**src/rtl/nbw3_pkg.sv**
```systemverilog
package nbw3_pkg;

   typedef enum logic [1:0] {
      ST_IDLE  = 2'd0,
      ST_SHIFT = 2'd1,
      ST_GAP   = 2'd2,
      ST_CLOSE = 2'd3
   } nbw3_state_e;

   // system clocks per serial clock level, rounded up so the link never exceeds its limit
   function automatic int half_cycles(input int clk_hz, input int sclk_hz);
      longint num;
      num = longint'(clk_hz) + 2 * longint'(sclk_hz) - 1;
      return int'(num / (2 * longint'(sclk_hz)));
   endfunction

endpackage

```
**src/rtl/nbw3_tick.sv**
```systemverilog
module nbw3_tick #(
   parameter int HALF = 13
) (
   input  logic clk,
   input  logic rst_n,
   input  logic run,
   output logic tick
);
   generate
      if (HALF <= 1) begin : g_direct
         assign tick = run;
      end else begin : g_count
         localparam int CW = $clog2(HALF);
         logic [CW-1:0] cnt_q;
         assign tick = run && (cnt_q == CW'(HALF - 1));
         always_ff @(posedge clk or negedge rst_n) begin
            if (!rst_n)        cnt_q <= '0;
            else if (!run)     cnt_q <= '0;
            else if (tick)     cnt_q <= '0;
            else               cnt_q <= cnt_q + 1'b1;
         end
      end
   endgenerate
endmodule

```
**src/rtl/nbw3_shifter.sv**
```systemverilog
module nbw3_shifter #(
   parameter int WORD_W = 9
) (
   input  logic              clk,
   input  logic              rst_n,
   input  logic              load,
   input  logic [WORD_W-1:0] load_word,
   input  logic              tick,
   output logic              active,
   output logic              word_done,
   output logic              sclk,
   output logic              mosi
);
   localparam int BW = $clog2(WORD_W);

   logic [WORD_W-1:0] sreg_q;
   logic [BW-1:0]     bcnt_q;
   logic              sclk_q;
   logic              act_q;
   logic              last_bit;

   assign last_bit  = (bcnt_q == BW'(WORD_W - 1));
   assign word_done = act_q && tick && sclk_q && last_bit;
   assign active    = act_q;
   assign sclk      = sclk_q;
   assign mosi      = sreg_q[WORD_W-1];

   always_ff @(posedge clk or negedge rst_n) begin
      if (!rst_n) begin
         sreg_q <= '0;
         bcnt_q <= '0;
         sclk_q <= 1'b0;
         act_q  <= 1'b0;
      end else if (load) begin
         sreg_q <= load_word;
         bcnt_q <= '0;
         sclk_q <= 1'b0;
         act_q  <= 1'b1;
      end else if (act_q && tick) begin
         if (!sclk_q) begin
            sclk_q <= 1'b1;
         end else begin
            sclk_q <= 1'b0;
            if (last_bit) begin
               act_q <= 1'b0;
            end else begin
               bcnt_q <= bcnt_q + 1'b1;
               sreg_q <= {sreg_q[WORD_W-2:0], 1'b0};
            end
         end
      end
   end
endmodule

```
**src/rtl/nbw3_align.sv**
```systemverilog
module nbw3_align #(
   parameter int BYTE_W = 8
) (
   input  logic clk,
   input  logic rst_n,
   input  logic step,
   input  logic clear,
   output logic wrap
);
   // a word of BYTE_W+1 bits moves the bit position within a byte forward by one
   localparam int PW = $clog2(BYTE_W);
   logic [PW-1:0] phase_q;

   assign wrap = (phase_q == PW'(BYTE_W - 1));

   always_ff @(posedge clk or negedge rst_n) begin
      if (!rst_n)      phase_q <= '0;
      else if (clear)  phase_q <= '0;
      else if (step)   phase_q <= wrap ? '0 : phase_q + 1'b1;
   end
endmodule

```
**src/rtl/nbw3_serializer.sv**
```systemverilog
module nbw3_serializer #(
   parameter int CLK_HZ      = 250_000_000,
   parameter int SCLK_MAX_HZ = 10_000_000,
   parameter int BYTE_W      = 8
) (
   input  logic              clk,
   input  logic              rst_n,
   input  logic [BYTE_W-1:0] filler_op,
   input  logic              in_valid,
   output logic              in_ready,
   input  logic [BYTE_W-1:0] in_byte,
   input  logic              in_is_data,
   input  logic              in_last,
   output logic              sclk,
   output logic              cs_n,
   output logic              mosi,
   output logic              busy
);
   import nbw3_pkg::*;

   localparam int HALF   = half_cycles(CLK_HZ, SCLK_MAX_HZ);
   localparam int WORD_W = BYTE_W + 1;

   generate
      if (CLK_HZ <= 0 || SCLK_MAX_HZ <= 0) begin : g_bad_clk
         $error("clock frequencies must be positive");
      end
      if (BYTE_W < 2) begin : g_bad_width
         $error("BYTE_W must be at least 2");
      end
   endgenerate

   nbw3_state_e       state_q;
   logic              last_q;
   logic              cs_n_q;
   logic              tick, run, active, word_done, wrap;
   logic              accept, pad_load, load;
   logic [WORD_W-1:0] load_word;

   assign in_ready  = (state_q == ST_IDLE) || (state_q == ST_GAP);
   assign accept    = in_valid && in_ready;
   assign pad_load  = (state_q == ST_SHIFT) && word_done && last_q && !wrap;
   assign load      = accept || pad_load;
   assign load_word = accept ? {in_is_data, in_byte} : {1'b0, filler_op};
   assign run       = active || (state_q == ST_CLOSE);
   assign cs_n      = cs_n_q;
   assign busy      = (state_q != ST_IDLE);

   always_ff @(posedge clk or negedge rst_n) begin
      if (!rst_n) begin
         state_q <= ST_IDLE;
         last_q  <= 1'b0;
         cs_n_q  <= 1'b1;
      end else begin
         case (state_q)
            ST_IDLE: if (accept) begin
               state_q <= ST_SHIFT;
               cs_n_q  <= 1'b0;
               last_q  <= in_last;
            end
            ST_GAP: if (accept) begin
               state_q <= ST_SHIFT;
               last_q  <= in_last;
            end
            ST_SHIFT: if (word_done) begin
               if (!last_q)   state_q <= ST_GAP;
               else if (wrap) state_q <= ST_CLOSE;
            end
            ST_CLOSE: if (tick) begin
               state_q <= ST_IDLE;
               cs_n_q  <= 1'b1;
            end
            default: state_q <= ST_IDLE;
         endcase
      end
   end

   nbw3_tick #(.HALF(HALF)) u_tick (
      .clk (clk), .rst_n (rst_n), .run (run), .tick (tick)
   );

   nbw3_shifter #(.WORD_W(WORD_W)) u_shift (
      .clk (clk), .rst_n (rst_n), .load (load), .load_word (load_word),
      .tick (tick), .active (active), .word_done (word_done),
      .sclk (sclk), .mosi (mosi)
   );

   nbw3_align #(.BYTE_W(BYTE_W)) u_align (
      .clk (clk), .rst_n (rst_n), .step (word_done),
      .clear ((state_q == ST_CLOSE) && tick), .wrap (wrap)
   );
endmodule

```
**config.mk**
```make
export PLATFORM = sky130hd
export DESIGN_NAME = nbw3_serializer
export DESIGN_NICKNAME = d
export VERILOG_FILES = /design/src/rtl/nbw3_pkg.sv /design/src/rtl/nbw3_tick.sv /design/src/rtl/nbw3_shifter.sv /design/src/rtl/nbw3_align.sv /design/src/rtl/nbw3_serializer.sv
export SDC_FILE = /design/constraint.sdc
export NUM_CORES = 1
export LEC_CHECK = 0
export ABC_AREA = 1
export CORE_MARGIN = 8
export CORE_UTILIZATION = 62
export CTS_CLUSTER_SIZE = 25
export DETAILED_ROUTE_END_ITERATION = 8
export DONT_BUFFER_PORTS = 1
export HOLD_SLACK_MARGIN = 0.12
export PLACE_DENSITY = 0.8
export SLEW_MARGIN = 40
export SYNTH_ARGS = -nofsm -noshare
export SYNTH_HDL_FRONTEND = slang
export SYNTH_SLANG_ARGS = --single-unit
```
**constraint.sdc**
```tcl
create_clock -name clk -period 2.1 [get_ports clk]
set_input_delay 0.63 -clock clk [delete_from_list [all_inputs] [get_ports clk]]
set_output_delay 0.63 -clock clk [all_outputs]
set_load 0.01 [all_outputs]
```
==> impl_metrics.env <==
export IMPL_power_total_mw=0.778
export IMPL_grt_pass1_vias=1319
export IMPL_rows=17
export IMPL_mostFrequentLayoutCells="59 x nand2_1, 25 x dfrtp_1, 20 x inv_1, 17 x nand3_1, 13 x nor2_1"
export IMPL_end_kind="flip-flop"
export IMPL_min_period_ps=1840
export IMPL_grt_pass1_wl_mm=5.40
export IMPL_r2r_start="u_align.phase_q[0]$_DFFE_PN0P_"
export IMPL_comb_power_share_pct=5.3
export IMPL_ys_ff_latch=26
export IMPL_dieArea_sq_um=4200
export IMPL_crit_path_top_delay_cell="dfrtp_1"
export IMPL_clock_skew_ps=3.81
export IMPL_drc=0
export IMPL_place_congestion=0.823
export IMPL_synth_cell_types=28
export IMPL_post_cts_resized=0
export IMPL_peakVddDrop_mv=0.419
export IMPL_antenna_left=0
export IMPL_cpPeakStageDelay_ps=420
export IMPL_grt_max_degree=26
export IMPL_start_util_pct=66.1
export IMPL_finalMaxSlewViolations=0
export IMPL_min_path_type="in -> reg"
export IMPL_rsz0062_at_grt="no"
export IMPL_grt_util_all_layers_pct=15.4
export IMPL_cts_root_buf="clkbuf_4"
export IMPL_ys_seq_area_share_pct=44.2
export IMPL_final_nets=217
export IMPL_pwr_share_clk_pct=27.7
export IMPL_cts_buffers=3
export IMPL_met2_usage_pct=26.2
export IMPL_leakage_nw=0.784
export IMPL_post_drt_wl_per_cell_um=14.0
export IMPL_drt_pass1_iter_count=4
export IMPL_viasPerCell=5.67
export IMPL_grt_remaining_overflow=0
export IMPL_die_width_um=64.8
export IMPL_p_sw_mw=0.173
export IMPL_path_max_fanout=11
export IMPL_syn_to_final_growth_pct=5.51
export IMPL_h_tree_depth=1
export IMPL_min_to="u_shift.sreg_q[0]$_DFFE_PN0P_"
export IMPL_top_usage_layer="met2"
export IMPL_clk_insertion_delay_late_ps=310
export IMPL_min_from="in_byte[0]"
export IMPL_finalWirelength_mm=3.03
export IMPL_cts_hold_buf=2
export IMPL_timing_hold_ws_ps=433
export IMPL_worst_slew_pin_slew_ps=370
export IMPL_internal_power_mw=0.605
export IMPL_p_per_area_nw_per_um2=500
export IMPL_netlist_area_sq_um=1480
export IMPL_worstHoldPathCells=2
export IMPL_post_route_period_util_pct=87.5
export IMPL_reg2reg_to="u_shift.bcnt_q[3]$_DFFE_PN0P_"
export IMPL_cts_tree="built"
export IMPL_io_pins=26
export IMPL_route_vias_total=1230
export IMPL_crit_chain="ha_1 -> ha_1 -> nor2_1 -> nand3_4 -> nand2_2 -> inv_1 -> nand2_1 -> nor2_1"
export IMPL_drtIter0Drc=49
export IMPL_syn_mean_instance_area_sq_um=7.98
export IMPL_portBuffers=0
export IMPL_synthesis_instances=185
export IMPL_tns_ps=0
export IMPL_path_clk_slew_ps=130
export IMPL_status="finished clean"
export IMPL_dpl_hpwl_mm=2.28
export IMPL_netSwitchingFraction_pct=22.3
export IMPL_core_area_sq_um=2230
export IMPL_required_ps=2310
export IMPL_layout_commonest_cell="nand2_1"
export IMPL_met1_usage_pct=18.4
export IMPL_critPathKind="reg -> reg"
export IMPL_maxCapViolCount=0
export IMPL_die_h_um=64.8
export IMPL_post_cts_buffers=0
export IMPL_drive_gt1_share_pct=8.99
export IMPL_pwr_share_seq_pct=67.0
export IMPL_cts_sinks=26
export IMPL_yosys_warnings=0
export IMPL_final_cells=217
export IMPL_grtUsageMet3_pct=3.61
export IMPL_worstSetupStartpointType="flip-flop"
export IMPL_syn_nets=212
export IMPL_dp_cells=210
export IMPL_setup_viol=0
export IMPL_antenna_found_initial=0
export IMPL_finalHoldViolCount=0
export IMPL_fmax_mhz=544
export IMPL_worst_r2r_setup_slack_ps=260
export IMPL_r2r_cells=8
export IMPL_clock_path_buffers=2
export IMPL_timing_slew_headroom_pct=75.1
export IMPL_arrival_ps=2050
export IMPL_antennaDiodeCount=0
## worst max-delay path, delay by kind of cell, from the launching register on
family	cells	cell delay (ps)
buf+inv	1	120
simple gates	5	790
fa+ha+maj	2	410
flops	1	420
## power groups by stage
| stage | registers (mW) | clock network (mW) | logic, mW |
|---|---|---|---|
| CTS | 0.522 | 0.223 | 0.0408 |
| floorplan | 0.529 | 0 | 0.0212 |
| detailed placement | 0.531 | 0 | 0.0252 |
| finish | 0.522 | 0.215 | 0.0414 |
| global placement | 0.531 | 0 | 0.0240 |
| global route | 0.523 | 0.239 | 0.0493 |
## layout make-up
type / count / area [sq um]
Clock buffer: 4 / 26.3
Fill cell: 188 / 676
Inverter: 21 / 78.8
Multi-Input combinational cell: 133 / 711
Sequential cell: 26 / 652
Tap cell: 28 / 35.0
Timing Repair Buffer: 5 / 55.1
## metal layers
metal	vias to the layer above	routed length [um]
li1	615	-
met1	574	1310
met2	37	1490
met3	4	197
met4	0	30
met5	-	0
## registers in the layout (all words and copies together), names as in the netlist
register,count
u_shift.active,1
last_q,1
u_align.phase_q,3
u_shift.sclk,1
cs_n,1
state_q,2
u_tick.g_count.cnt_q,4
u_shift.sreg_q,9
u_shift.bcnt_q,4
## synthesized netlist by cell type
| cell | number | area, sq um |
|---|---|---|
| or2_2 | 1 | 6.26 |
| nand2_1 | 59 | 221 |
| a21boi_0 | 1 | 7.51 |
| xor2_1 | 1 | 8.76 |
| nand3_1 | 17 | 85.1 |
| nand3_4 | 1 | 17.5 |
| nand4_4 | 1 | 21.3 |
| nor2_8 | 1 | 20.0 |
| clkbuf_1 | 2 | 7.51 |
| xnor2_1 | 1 | 8.76 |
| nand3b_1 | 1 | 7.51 |
| dfrtp_1 | 25 | 626 |
| nand2_2 | 3 | 18.8 |
| buf_6 | 2 | 22.5 |
| o21ai_2 | 1 | 8.76 |
| nand4_1 | 12 | 75.1 |
| inv_2 | 1 | 3.75 |
| o21ai_1 | 1 | 5.00 |
| dfstp_2 | 1 | 26.3 |
| buf_2 | 1 | 5.00 |
| inv_1 | 20 | 75.1 |
| mux2i_1 | 1 | 10.0 |
| a21oi_1 | 3 | 15.0 |
| nand3_2 | 1 | 10.0 |
| nor2_1 | 13 | 48.8 |
| ha_1 | 6 | 75.1 |
| o21ai_0 | 7 | 35.0 |
| nor3_1 | 1 | 5.00 |
## worst max-delay path by stage
stage / from / endpoint / depth (start not counted)
after floorplan: u_align.phase_q[0]$_DFFE_PN0P_ / u_shift.sreg_q[7]$_DFFE_PN0P_ / 9
after global placement: u_align.phase_q[0]$_DFFE_PN0P_ / u_shift.bcnt_q[0]$_DFFE_PN0P_ / 8
after detailed placement: u_align.phase_q[0]$_DFFE_PN0P_ / u_shift.bcnt_q[0]$_DFFE_PN0P_ / 8
after CTS: u_align.phase_q[0]$_DFFE_PN0P_ / u_shift.bcnt_q[3]$_DFFE_PN0P_ / 8
after global routing: u_align.phase_q[0]$_DFFE_PN0P_ / u_shift.bcnt_q[3]$_DFFE_PN0P_ / 8
final: u_align.phase_q[0]$_DFFE_PN0P_ / u_shift.bcnt_q[3]$_DFFE_PN0P_ / 8
## metrics by stage
step / instance area [sq um] / setup slack [ps] / util [%]
2_1_floorplan: 1480 / 546 / -
3_3_place_gp: 1490 / 407 / 66.8
3_5_place_dp: 1490 / 310 / 66.8
4_1_cts: 1550 / 280 / 69.3
5_1_grt: 1560 / 97.5 / 69.7
6_report: 1560 / 263 / 69.7
## cell families after synthesis
| logic type | share of synthesized area (%) |
|---|---|
| flip-flops | 44.2 |
| multiplexers | 0.678 |
| buffers and inverters | 7.71 |
| XOR/XNOR | 1.19 |
| AO/OA/AOI/OAI | 4.83 |
| adder cells (fa/ha/maj) | 5.08 |
| AND/OR/NAND/NOR | 36.4 |
Power figures use the tool's default switching activity.
